$ cat src/rtl/tbs_pkg.sv
package tbs_pkg;
  localparam logic [3:0] DEV_TYPE = 4'b1010;

  typedef enum logic [2:0] {
    ST_IDLE,
    ST_DEV,
    ST_ADRH,
    ST_ADRL,
    ST_WDAT,
    ST_RDAT
  } st_e;
endpackage

$ cat src/rtl/tbs_sync.sv
module tbs_sync #(
  parameter int WIDTH  = 2,
  parameter int STAGES = 2
) (
  input  logic             clk_i,
  input  logic             rst_ni,
  input  logic [WIDTH-1:0] d_i,
  output logic [WIDTH-1:0] q_o
);
  for (genvar g = 0; g < WIDTH; g++) begin : g_line
    logic [STAGES-1:0] ff_q;
    always_ff @(posedge clk_i or negedge rst_ni) begin
      if (!rst_ni) ff_q <= '1;
      else         ff_q <= {ff_q[STAGES-2:0], d_i[g]};
    end
    assign q_o[g] = ff_q[STAGES-1];
  end
endmodule

$ cat src/rtl/tbs_cond_det.sv
module tbs_cond_det (
  input  logic clk_i,
  input  logic rst_ni,
  input  logic scl_s_i,
  input  logic sda_s_i,
  output logic scl_rise_o,
  output logic scl_fall_o,
  output logic start_o,
  output logic stop_o
);
  logic scl_q, sda_q;

  always_ff @(posedge clk_i or negedge rst_ni) begin
    if (!rst_ni) begin
      scl_q <= 1'b1;
      sda_q <= 1'b1;
    end else begin
      scl_q <= scl_s_i;
      sda_q <= sda_s_i;
    end
  end

  assign scl_rise_o = !scl_q && scl_s_i;
  assign scl_fall_o = scl_q && !scl_s_i;
  // data edges only count while clock is high on both samples
  assign start_o    = scl_q && scl_s_i && sda_q && !sda_s_i;
  assign stop_o     = scl_q && scl_s_i && !sda_q && sda_s_i;
endmodule

$ cat src/rtl/tbs_addr_ctr.sv
module tbs_addr_ctr #(
  parameter int AW = 15,
  parameter int PW = 6
) (
  input  logic          clk_i,
  input  logic          rst_ni,
  input  logic          ld_hi_i,
  input  logic          ld_lo_i,
  input  logic [AW-9:0] hi_i,
  input  logic [7:0]    lo_i,
  input  logic          inc_rd_i,
  input  logic          inc_wr_i,
  output logic [AW-1:0] addr_o
);
  localparam int HW = AW - 8;

  logic [HW-1:0] hi_q;
  logic [AW-1:0] addr_q;

  always_ff @(posedge clk_i or negedge rst_ni) begin
    if (!rst_ni) begin
      hi_q   <= '0;
      addr_q <= '0;
    end else begin
      if (ld_hi_i) hi_q <= hi_i;
      if (ld_lo_i)       addr_q <= {hi_q, lo_i};
      else if (inc_rd_i) addr_q <= addr_q + 1'b1;
      else if (inc_wr_i) addr_q <= {addr_q[AW-1:PW], addr_q[PW-1:0] + 1'b1};
    end
  end

  assign addr_o = addr_q;


  page_hold_chk: assert property (@(posedge clk_i) disable iff (!rst_ni)
    inc_wr_i |=> addr_q[AW-1:PW] == $past(addr_q[AW-1:PW]));
endmodule

$ cat src/rtl/twobyte_i2c_slave.sv
module twobyte_i2c_slave
  import tbs_pkg::*;
#(
  parameter int ADDR_W    = 15,
  parameter int PAGE_BITS = 6,
  parameter int SYNC_LEN  = 2
) (
  input  logic              clk_i,
  input  logic              rst_ni,
  input  logic              scl_i,
  input  logic              sda_i,
  output logic              sda_oe_o,
  input  logic [2:0]        dev_sel_i,
  input  logic              wp_i,
  input  logic              busy_i,
  output logic              mem_req_o,
  output logic              mem_we_o,
  output logic [ADDR_W-1:0] mem_addr_o,
  output logic [7:0]        mem_wdata_o,
  input  logic              mem_ack_i,
  input  logic [7:0]        mem_rdata_i,
  output logic              prog_o
);
  localparam int HW = ADDR_W - 8;

  logic [1:0] line_s;
  logic scl_s, sda_s, scl_rise, scl_fall, start_det, stop_det;

  tbs_sync #(.WIDTH(2), .STAGES(SYNC_LEN)) u_sync (
    .clk_i (clk_i), .rst_ni(rst_ni), .d_i({sda_i, scl_i}), .q_o(line_s)
  );
  assign scl_s = line_s[0];
  assign sda_s = line_s[1];

  tbs_cond_det u_det (
    .clk_i(clk_i), .rst_ni(rst_ni), .scl_s_i(scl_s), .sda_s_i(sda_s),
    .scl_rise_o(scl_rise), .scl_fall_o(scl_fall),
    .start_o(start_det), .stop_o(stop_det)
  );

  st_e         st_q, nxt_q, byte_nxt;
  logic [3:0]  bit_cnt_q;
  logic        ack_ph_q, sda_oe_q, dirty_q, prog_q, mack_q;
  logic [7:0]  sh_q, txsh_q, tx_q;
  logic        ld_hi_q, ld_lo_q, inc_rd_q, inc_wr_q;
  logic        req_q, we_q;
  logic [ADDR_W-1:0] maddr_q, addr;
  logic [7:0]  wdata_q;
  logic        byte_ok, addr_hit;

  tbs_addr_ctr #(.AW(ADDR_W), .PW(PAGE_BITS)) u_addr (
    .clk_i(clk_i), .rst_ni(rst_ni),
    .ld_hi_i(ld_hi_q), .ld_lo_i(ld_lo_q),
    .hi_i(sh_q[HW-1:0]), .lo_i(sh_q),
    .inc_rd_i(inc_rd_q), .inc_wr_i(inc_wr_q),
    .addr_o(addr)
  );

  assign addr_hit = (sh_q[7:4] == DEV_TYPE) && (sh_q[3:1] == dev_sel_i);

  always_comb begin
    byte_ok  = 1'b0;
    byte_nxt = ST_IDLE;
    unique case (st_q)
      ST_DEV:  begin byte_ok = addr_hit && !busy_i; byte_nxt = sh_q[0] ? ST_RDAT : ST_ADRH; end
      ST_ADRH: begin byte_ok = 1'b1; byte_nxt = ST_ADRL; end
      ST_ADRL: begin byte_ok = 1'b1; byte_nxt = ST_WDAT; end
      ST_WDAT: begin byte_ok = !wp_i; byte_nxt = ST_WDAT; end
      default: begin byte_ok = 1'b0; byte_nxt = ST_IDLE; end
    endcase
  end

  always_ff @(posedge clk_i or negedge rst_ni) begin
    if (!rst_ni) begin
      st_q      <= ST_IDLE;
      nxt_q     <= ST_IDLE;
      bit_cnt_q <= '0;
      ack_ph_q  <= 1'b0;
      sda_oe_q  <= 1'b0;
      dirty_q   <= 1'b0;
      prog_q    <= 1'b0;
      mack_q    <= 1'b0;
      sh_q      <= '0;
      txsh_q    <= '1;
      tx_q      <= '0;
      ld_hi_q   <= 1'b0;
      ld_lo_q   <= 1'b0;
      inc_rd_q  <= 1'b0;
      inc_wr_q  <= 1'b0;
      req_q     <= 1'b0;
      we_q      <= 1'b0;
      maddr_q   <= '0;
      wdata_q   <= '0;
    end else begin
      ld_hi_q  <= 1'b0;
      ld_lo_q  <= 1'b0;
      inc_rd_q <= 1'b0;
      inc_wr_q <= 1'b0;
      prog_q   <= 1'b0;

      if (req_q && mem_ack_i) begin
        req_q <= 1'b0;
        if (!we_q) tx_q <= mem_rdata_i;
      end

      if (start_det) begin
        st_q      <= ST_DEV;
        bit_cnt_q <= '0;
        ack_ph_q  <= 1'b0;
        sda_oe_q  <= 1'b0;
        dirty_q   <= 1'b0;
      end else if (stop_det) begin
        st_q     <= ST_IDLE;
        sda_oe_q <= 1'b0;
        ack_ph_q <= 1'b0;
        prog_q   <= dirty_q;
        dirty_q  <= 1'b0;
      end else begin
        unique case (st_q)
          ST_DEV, ST_ADRH, ST_ADRL, ST_WDAT: begin
            if (scl_rise && bit_cnt_q != 4'd8) begin
              sh_q      <= {sh_q[6:0], sda_s};
              bit_cnt_q <= bit_cnt_q + 4'd1;
            end
            if (scl_fall && bit_cnt_q == 4'd8) begin
              if (!ack_ph_q) begin
                if (byte_ok) begin
                  sda_oe_q <= 1'b1;
                  ack_ph_q <= 1'b1;
                  nxt_q    <= byte_nxt;
                  if (st_q == ST_DEV && sh_q[0]) begin
                    req_q    <= 1'b1;
                    we_q     <= 1'b0;
                    maddr_q  <= addr;
                    inc_rd_q <= 1'b1;
                  end
                  if (st_q == ST_ADRH) ld_hi_q <= 1'b1;
                  if (st_q == ST_ADRL) ld_lo_q <= 1'b1;
                  if (st_q == ST_WDAT) begin
                    req_q    <= 1'b1;
                    we_q     <= 1'b1;
                    maddr_q  <= addr;
                    wdata_q  <= sh_q;
                    inc_wr_q <= 1'b1;
                    dirty_q  <= 1'b1;
                  end
                end else begin
                  st_q <= ST_IDLE;
                end
              end else begin
                ack_ph_q  <= 1'b0;
                bit_cnt_q <= '0;
                st_q      <= nxt_q;
                if (nxt_q == ST_RDAT) begin
                  sda_oe_q <= !tx_q[7];
                  txsh_q   <= {tx_q[6:0], 1'b1};
                end else begin
                  sda_oe_q <= 1'b0;
                end
              end
            end
          end
          ST_RDAT: begin
            if (scl_rise) begin
              if (bit_cnt_q < 4'd8) begin
                bit_cnt_q <= bit_cnt_q + 4'd1;
              end else if (bit_cnt_q == 4'd8) begin
                bit_cnt_q <= 4'd9;
                mack_q    <= !sda_s;
                if (!sda_s) begin
                  req_q    <= 1'b1;
                  we_q     <= 1'b0;
                  maddr_q  <= addr;
                  inc_rd_q <= 1'b1;
                end
              end
            end
            if (scl_fall) begin
              if (bit_cnt_q >= 4'd1 && bit_cnt_q <= 4'd7) begin
                sda_oe_q <= !txsh_q[7];
                txsh_q   <= {txsh_q[6:0], 1'b1};
              end else if (bit_cnt_q == 4'd8) begin
                sda_oe_q <= 1'b0;
              end else if (bit_cnt_q == 4'd9) begin
                if (mack_q) begin
                  bit_cnt_q <= '0;
                  sda_oe_q  <= !tx_q[7];
                  txsh_q    <= {tx_q[6:0], 1'b1};
                end else begin
                  st_q     <= ST_IDLE;
                  sda_oe_q <= 1'b0;
                end
              end
            end
          end
          default: ;
        endcase
      end
    end
  end

  assign sda_oe_o    = sda_oe_q;
  assign mem_req_o   = req_q;
  assign mem_we_o    = we_q;
  assign mem_addr_o  = maddr_q;
  assign mem_wdata_o = wdata_q;
  assign prog_o      = prog_q;


  oe_low_clk_chk: assert property (@(posedge clk_i) disable iff (!rst_ni)
    $rose(sda_oe_o) |-> !scl_s);

  idle_release_chk: assert property (@(posedge clk_i) disable iff (!rst_ni)
    (st_q == ST_IDLE) |-> !sda_oe_o);

  req_hold_chk: assert property (@(posedge clk_i) disable iff (!rst_ni)
    (mem_req_o && !mem_ack_i) |=> mem_req_o && $stable(mem_addr_o) && $stable(mem_we_o) && $stable(mem_wdata_o));

  wp_block_chk: assert property (@(posedge clk_i) disable iff (!rst_ni)
    ($rose(mem_req_o) && mem_we_o) |-> !$past(wp_i));

  prog_pulse_chk: assert property (@(posedge clk_i) disable iff (!rst_ni)
    prog_o |-> $past(stop_det) && !$past(prog_o));
endmodule

$ cat config.mk
export PLATFORM = sky130hd
export DESIGN_NAME = twobyte_i2c_slave
export DESIGN_NICKNAME = d
export VERILOG_FILES = /design/src/rtl/tbs_pkg.sv /design/src/rtl/tbs_sync.sv /design/src/rtl/tbs_cond_det.sv /design/src/rtl/tbs_addr_ctr.sv /design/src/rtl/twobyte_i2c_slave.sv
export SDC_FILE = /design/constraint.sdc
export NUM_CORES = 1
export LEC_CHECK = 0
export ABC_AREA = 1
export BUFFER_PORTS_ARGS = -buffer_cell sky130_fd_sc_hd__buf_4
export CORE_MARGIN = 3
export CORE_UTILIZATION = 55
export DETAILED_ROUTE_END_ITERATION = 16
export PLACE_DENSITY = 0.85
export SETUP_SLACK_MARGIN = 0.05
export SYNTH_ARGS = -nofsm -noshare
export SYNTH_HDL_FRONTEND = slang
export SYNTH_SLANG_ARGS = --single-unit
$ cat constraint.sdc
create_clock -name clk_i -period 2.65 [get_ports clk_i]
set_input_delay 0.1325 -clock clk_i [delete_from_list [all_inputs] [get_ports clk_i]]
set_output_delay 0.1325 -clock clk_i [all_outputs]
set_load 0.05 [all_outputs]
Word level (Yosys, flattened, before mapping)
Cells that the tools add are included.

Add/sub/neg operators: 3. $lt $le $gt $ge: 3. Equal/unequal tests: 36. Muxes and demuxes: 132. Bitwise gates (word level): 5. Reduce and logical (&&, ||, !) cells: 46.

Operators with widths (number): $mux 15 (11); $mux 1 (78); $mux 8 (8); $mux 4 (13); $mux 3 (11); $pmux 15 s2 (1); $ne 4x4->1 const B (7); $ne 2x2->1 const B (11); $reduce_bool 3->1 (6); $pmux 8 s2 (1); $add 15x1->15 const B (1); $ne 3x3->1 const B (5); $logic_and 1x1->1 (14); $eq 4x4->1 const B (3); $reduce_and 6->1 (2); $reduce_and 11->1 (1); $ne 5x5->1 const B (2); $reduce_and 10->1 (1); $reduce_and 5->1 (2); $eq 3x3->1 const B (3); $pmux 3 s3 (1); $logic_not 1->1 (8); $pmux 1 s2 (4); $pmux 4 s2 (1); other kinds (21) (30).

Flip-flop bits (word level): 96. Word-level logic and storage cells: 251.

Logic depth before layout (Yosys ltp)
Gate-level depths: netlist of the first run.

Depth in word-level cells: 12. Mapped depth: 13. Gate-level depth less buffers: 13.

Cells and area by module
Synthesis of the first run repeated with hierarchy kept, for this count alone.

Cells, all modules: 597. Area total of the unflattened synthesis: 4857.2 µm².

By module, submodules not included: twobyte_i2c_slave (instances 1, cells an instance 414, area each 3368.2 µm², seq. area each 1685.4 µm²); tbs_addr_ctr (instances 1, cells an instance 164, area each 1275.0 µm², seq. area each 550.5 µm²); tbs_sync (instances 1, cells an instance 6, area each 120.1 µm², seq. area each 105.1 µm²); tbs_cond_det (instances 1, cells an instance 13, area each 93.8 µm², seq. area each 52.6 µm²).

Worst setup path after synthesis of the first run
OpenSTA, ideal clock, no wires.

Path kind: register to register. Start: register bit_cnt_q[0]. End: register maddr_q[0] (netlist: mem_addr_o[0]). Arrival time: 1.720 ns. Data required time: 2.537 ns. Setup slack: 0.817 ns. Cell stages (with the launch flop): 13. Path buffers: 1. Clock period less this slack: 1.833 ns. Path through: dfrtp_1 -> inv_1 -> ha_1 -> inv_1 -> nor2_2 -> nand2_2 -> o21ai_1 -> nand3_2 -> nor2_4 -> buf_4 -> nand3_1 -> nand2_1 -> inv_1.

Word-level cells in the longest chain between the ends: 4.

Ends and longest elaborated chain: start, declared (line twobyte_i2c_slave.sv:42) `logic [3:0] bit_cnt_q;`; start signal, assigned (line twobyte_i2c_slave.sv:123) `bit_cnt_q <= bit_cnt_q + 4'd1;`; start signal, assigned (line twobyte_i2c_slave.sv:166) `bit_cnt_q <= bit_cnt_q + 4'd1;`; branches (longest 3 deep; another with $lt 4x4->1); $reduce_and 11->1 (no source line) *; end signal, assigned (line twobyte_i2c_slave.sv:134) `maddr_q <= addr;`; end signal, assigned (line twobyte_i2c_slave.sv:142) `maddr_q <= addr;`; end signal, assigned (line twobyte_i2c_slave.sv:173) `maddr_q <= addr;`; end, declared (line twobyte_i2c_slave.sv:47) `logic [ADDR_W-1:0] maddr_q, addr;`.

Mark *: on every way between the ends. A chain may end at the register's enable or synchronous reset.

Worst setup path after layout of the first run
Start: register bit_cnt_q[0]. End: register maddr_q[2] (netlist: mem_addr_o[2]).

Same word-level chain as after synthesis.

==> results of run 1 <==
==> per-stage QoR <==
step | worst slack (ns) | power (W)
3_5_place_dp | 0.473 | 0.00358
5_1_grt | 0.189 | 0.00494
4_1_cts | 0.424 | 0.00467
3_3_place_gp | 0.596 | 0.00352
6_report | 0.440 | 0.00465
2_1_floorplan | 0.817 | 0.00311
==> sequential cells by signal (all words and copies together), names as in the netlist, 4 cells and up <==
register / cells
u_addr.hi_q: 7
tx_q: 8
sh_q: 8
mem_addr_o: 15
u_sync.g_line.ff_q: 4
bit_cnt_q: 4
txsh_q: 7
u_addr.addr_o: 15
mem_wdata_o: 8
==> critical path, delay by kind of cell, from the launching register on <==
kind / cells / cell delay (ns)
AND/OR/NAND/NOR: 7 / 1.11
flip-flops: 1 / 0.47
buffers and inverters: 3 / 0.24
AO/OA/AOI/OAI: 1 / 0.18
adder cells (fa/ha/maj): 1 / 0.15
==> layer usage <==
layer	routed length, µm	share of wire (%)	up-vias
met1	4330	42	1922
met2	5460	52	111
met4	243	2.3	0
met5	0	0	-
li1	-	-	2033
met3	400	3.8	24
==> power by group through the flow <==
stage	registers, W	clock network [W]	logic (W)
finish	0.00190	0.00108	0.00166
global route	0.00193	0.00116	0.00185
floorplan	0.00234	0	0.000773
CTS	0.00190	0.00110	0.00167
global placement	0.00192	0	0.00160
detailed placement	0.00193	0	0.00165
==> area by class of cell <==
cell class / count / share of cell area, %
sequential: 95 / 43.0
multi-input combinational: 395 / 35.0
timing repair buffer: 56 / 8.19
inverter: 108 / 7.29
clock buffer: 11 / 2.72
tap: 105 / 2.36
clock inverter: 5 / 1.42
==> what timing repair did <==
action                    in CTS  in global routing
hold buffers                   7                  2
hold endpoints to repair      47                  2
buffers inserted               0                  0
==> placed cells by master, fill, tap and decap left out, types with 3 or more instances in the layout <==
cell type,netlist,routed
a22oi_1,3,3
o211ai_1,4,4
dfstp_2,13,13
ha_1,4,4
nand3_1,55,55
nand2_1,176,176
o21ai_0,38,38
a21oi_1,20,20
mux2i_1,6,6
buf_4,1,46
nor2_1,33,33
dlygate4sd3_1,0,9
inv_1,96,96
xor2_1,3,3
nand3_2,3,3
o21ai_1,10,10
dfrtp_1,82,82
mux2_2,9,9
nor2_2,6,6
nand4_1,6,6
nand2_2,4,4
clkbuf_8,0,11
nor3_1,3,3
inv_2,11,11
==> worst max-delay path by stage <==
stage                     cells past startpoint            end  slack, ns
after floorplan                              12  mem_addr_o[0]       0.82
after global placement                       12       mem_we_o       0.60
after detailed placement                     12  mem_addr_o[2]       0.47
after CTS                                    12  mem_addr_o[2]       0.42
after global routing                         12  mem_addr_o[2]       0.19
final                                        12  mem_addr_o[2]       0.44
==> cells by family after synthesis <==
family	synth area share [%]
and+or+nand+nor	26.4
xor gates and xnor gates	0.730
DFF	49.9
adders and majority gates	1.04
buffers and inverters	9.59
muxes	3.36
AOI/OAI and AO/OA	8.99
==> summary.txt, run 1 <==
run status -> finished clean
CTS Buffer Depth -> 2
Synth top area share -> 42.8%
clk_skew -> 0.0114 ns
Cell Area, Placed -> 5240 µm²
DP HPWL -> 7710 µm
max-cap violation count -> 0
RR Endpoint -> mem_addr_o[2]
CP peak stage delay -> 0.47 ns
Clock Tree Root -> clkbuf_8
Final nets -> 687
Worst Hold Launch -> mem_rdata_i[1]
Slew @ Worst Pin -> 0.609 ns
Mapped Area -> 4800 µm²
flop2flop setup slack -> 0.44 ns
initial antenna violation count -> 0
GRT overflow -> 0
Hold Slack -> 0.0173 ns
combinational share of power -> 35.8%
Synth area leaders -> dfrtp_1 43%, nand2_1 14%, inv_1 7.5%
Cell Pwr Density -> 835 nW/µm²
sequential-to-total area share from yosys stat -> 49.9%
Post-synth EDFFs -> 0
Routed WL -> 10400 µm
Finished Core Util -> 66.7%
final setup vio count -> 0
clock sinks -> 95
# rows -> 33
Post-synth ARST share -> 100%
post-route ant nets -> 0
number of CTS-inserted buffers -> 9
upper clock frequency limit -> 453 MHz
Ports -> 45
synth unique cells -> 37
sw frac -> 40.1%
most frequent CP cell -> inv_1
Initial Utilization -> 57.5%
Yosys top cell by area -> dfrtp_1
vias in the first global route -> 4050
Slew headroom -> 59.4%
Final GP Congestion -> 0.926
Worst setup startpoint -> bit_cnt_q[0]
FF/Latch Area -> 2390 µm²
final setup TNS -> 0 ns
H-tree Lvls -> 3
element type at the critical path end -> register
worst-path cell chain -> inv_1 > ha_1 > inv_1 > nor2_2 > nand2_2 > o21ai_1 > nand3_2 > nor2_4 > nand2_4 > nand2_1 > nand2_1 > inv_1
met1 usage -> 25.7%
Post-synth top cells -> 176 x nand2_1, 96 x inv_1, 82 x dfrtp_1, 55 x nand3_1, 38 x o21ai_0
drt drc -> 0
gr busiest metal -> met2
#FFs+latches synth -> 95
CP required -> 2.95 ns
cells after synthesis -> 607
r2r worst-path depth -> 12
worst hold-check path type -> in -> reg
GRT Overall Usage -> 22.4%
hold path endpoint -> tx_q[1]
vias per std cell -> 5.28
worst reg2reg path startpoint -> bit_cnt_q[0]
Startpoint Class -> register
max-slew violation count -> 0
RSZ-0062 raised after global routing -> no
Port Buffers -> 44
Pre-antenna DRT Iters -> 5
core area -> 8340 µm²
CTS resizes -> 0
Skew-Pair Late Insertion Delay -> 0.36 ns
kind of critical path -> reg -> reg
leakage power -> 2.96 nW
post-synth net total -> 629
CTS tree -> built
Die Area -> 9880 µm²
met3 global-route usage -> 5.19%
vias -> 4090
Final Hold Fails -> 0
Clock Power Share -> 23.2%
Primary FF master, synth -> dfrtp_1
critical path data arrival time -> 2.51 ns
Finished Cell Area -> 5560 µm²
Mapped Avg Cell Area -> 7.91 µm²
min cycle time layout -> 2.21 ns
Non-Filler Instances -> 775
Die Wd -> 99.4 µm
fillers -> 702
Pint -> 0.00278 W
Die Height -> 99.4 µm
antenna cells -> 0
top-count cell post-synth -> nand2_1
period utilisation layout -> 83.4%
Area Growth Syn to Fin -> 15.9%
worst vdd ir -> 363 µV
first-pass GRT wire length -> 18000 µm
placed cell count -> 750
Ys Warns -> 0
layout cells sized above 1 -> 16.9%
Multi-input gate area -> 1950 µm²
drt initial violations -> 193
clock slew at reported path FFs -> 0.09 ns
grt met2 use -> 40.5%
net load switching power -> 0.00186 W
Wirelength per Cell -> 13.5 µm
Slowest-stage cell, CP -> dfrtp_1
pin count of the biggest net entering global routing -> 49
crit path max fanout -> 17
Worst Hold Depth -> 2
Flop pwr share -> 41.0%
Power figures use the tool's default switching activity.
==> inputs of run 2 (changes only) <==
==> constraint.sdc (replaced) <==
create_clock -name clk_i -period 2.07 [get_ports clk_i]
set_input_delay 0.1035 -clock clk_i [delete_from_list [all_inputs] [get_ports clk_i]]
set_output_delay 0.1035 -clock clk_i [all_outputs]
set_load 0.05 [all_outputs]
==> run 2 against run 1 <==
  * Fmax is 19% higher
  * Utilization is 1.8 points higher
  * Largest power group unchanged
  * Critical endpoint is now mem_wdata_o[3]
  * Largest cell class unchanged
  * Cell count is 2.3% higher
  * Non-clock buffer count is 18 higher
==> summary.txt, run 2 (synthesized netlist as in run 1, its figures left out) <==
core area -> 8340 µm²
worst-path cell chain -> inv_2 > nand3_2 > nand2_1 > nand2_1 > nand2_2 > nand4_1 > nor2_2 > nand2_1 > nand2_1
clk_skew -> 0.0101 ns
Final Hold Fails -> 0
final setup vio count -> 0
Final GP Congestion -> 0.918
RSZ-0062 raised after global routing -> no
H-tree Lvls -> 3
Cell Pwr Density -> 1040 nW/µm²
run status -> finished clean
crit path max fanout -> 9
Initial Utilization -> 57.5%
drt initial violations -> 258
Slowest-stage cell, CP -> dfrtp_1
CTS tree -> built
Die Area -> 9880 µm²
leakage power -> 3.03 nW
sw frac -> 41.2%
vias per std cell -> 5.23
antenna cells -> 0
Pint -> 0.00351 W
drt drc -> 0
Worst Path Buf+Inv -> 1
Final nets -> 705
pre-CTS setup slack -> 0.131 ns
pin count of the biggest net entering global routing -> 41
Die Height -> 99.4 µm
Slew @ Worst Pin -> 0.554 ns
net load switching power -> 0.00246 W
max-cap violation count -> 0
initial antenna violation count -> 0
Startpoint Class -> register
CP peak stage delay -> 0.45 ns
Wirelength per Cell -> 13.9 µm
Flop pwr share -> 40.7%
kind of critical path -> reg -> reg
upper clock frequency limit -> 540 MHz
Port Buffers -> 44
worst vdd ir -> 468 µV
crit-path leading delay family -> simple AND/OR/NAND/NOR gates
clock sinks -> 95
critical path data arrival time -> 2.15 ns
GRT Overall Usage -> 23.9%
most frequent CP cell -> nand2_1
# rows -> 33
final setup TNS -> 0 ns
period utilisation layout -> 89.4%
Clock Power Share -> 20.9%
Routed WL -> 11000 µm
Clock Tree Root -> clkbuf_8
post-route ant nets -> 0
most frequent cells in the layout -> 174 x nand2_1, 96 x inv_1, 82 x dfrtp_1, 60 x buf_4, 55 x nand3_1
Area Growth Syn to Fin -> 19.0%
Pre-antenna DRT Iters -> 5
Ports -> 45
worst setup margin -> 0.219 ns
first-pass GRT wire length -> 19200 µm
min cycle time layout -> 1.85 ns
number of CTS-inserted buffers -> 9
DP HPWL -> 8250 µm
vias in the first global route -> 4214
element type at the critical path end -> register
Slew headroom -> 62.9%
most common cell after layout, fill and taps aside -> nand2_1
r2r worst-path depth -> 9
CTS Buffer Depth -> 2
max-slew violation count -> 0
vias -> 4151
number of cells on the critical path -> 9
Die Wd -> 99.4 µm
worst hold-check path type -> in -> async
GRT overflow -> 0
Skew-Pair Late Insertion Delay -> 0.36 ns
CP required -> 2.37 ns
combinational share of power -> 38.4%
clock slew at reported path FFs -> 0.09 ns
layout cells sized above 1 -> 18.6%
==> run 2: cell types whose count changed in the layout (fill, tap and decap cells not counted), sizes merged <==
cell | before | now
dlygate4sd3 | 9 | 12
clkinv | 3 | 1
buf | 47 | 62
clkinvlp | 0 | 2
clkbuf | 11 | 12
bufinv | 2 | 1
==> run 2: metrics by stage <==
stage,area [µm²],total power [W],hold slack [ns],util (%),instances
3_5_place_dp,5360,0.00471,0.115,64.3,764
5_1_grt,5710,0.00636,0.285,68.5,793
4_1_cts,5680,0.00597,0.259,68.1,792
6_report,5710,0.00596,0.262,68.5,793
3_3_place_gp,5360,0.00464,0.107,64.3,764
2_1_floorplan,4800,0.00398,-0.192,-,607
==> run 2: worst paths after layout <==
path	startpoint	endpoint	slack, ns
setup / recovery	st_q[0]	mem_wdata_o[3]	0.22
hold / removal	rst_ni	mem_addr_o[1]	0.26
setup reg to reg	st_q[0]	mem_wdata_o[3]	0.22
hold reg to reg	u_sync.g_line[1].ff_q[0]	u_sync.g_line[1].ff_q[1]	0.36
max in group asynchronous	rst_ni	u_det.scl_q	1.16
min in group clk_i	wp_i	ld_lo_q	0.27
==> run 2: area by class of cell <==
| cell class | instances | area, µm² |
|---|---|---|
| fill | 688 | 2630 |
| sequential | 95 | 2390 |
| multi-input combinational | 395 | 1970 |
| timing repair buffer | 74 | 611 |
| inverter | 108 | 405 |
| clock buffer | 12 | 145 |
| tap | 105 | 131 |
| clock inverter | 4 | 53.8 |
==> run 2: power groups by stage <==
stage | logic (W) | clock network (W) | registers (W)
finish | 0.00229 | 0.00124 | 0.00243
global route | 0.00256 | 0.00133 | 0.00246
CTS | 0.00228 | 0.00127 | 0.00242
detailed placement | 0.00225 | 0 | 0.00245
global placement | 0.00220 | 0 | 0.00244
floorplan | 0.000990 | 0 | 0.00299
==> run 2: timing repair <==
action	4_1_cts	5_1_grt
buffers inserted	0	1
gates resized for setup	0	6
endpoints found under the setup margin	0	36
endpoints found under the hold margin	48	0
hold buffers	12	0
==> run 2: worst reg2reg max path, stage by stage (launching register included) <==
cell and delay, ns:
dfrtp_1 0.45, inv_2 0.11, nand3_2 0.21, nand2_1 0.12
nand2_1 0.06, nand2_2 0.11, nand4_1 0.21, nor2_2 0.33
nand2_1 0.11, nand2_1 0.09
==> run 2: metal layers <==
| layer | routed length (µm) | GRT usage [%] | vias up | share of wire, % |
|---|---|---|---|---|
| met5 | 0 | 0 | - | 0 |
| li1 | - | - | 2071 | - |
| met1 | 4470 | 28.1 | 1959 | 41 |
| met4 | 218 | 8.61 | 0 | 2.0 |
| met3 | 368 | 2.88 | 22 | 3.3 |
| met2 | 5940 | 44.6 | 99 | 54 |
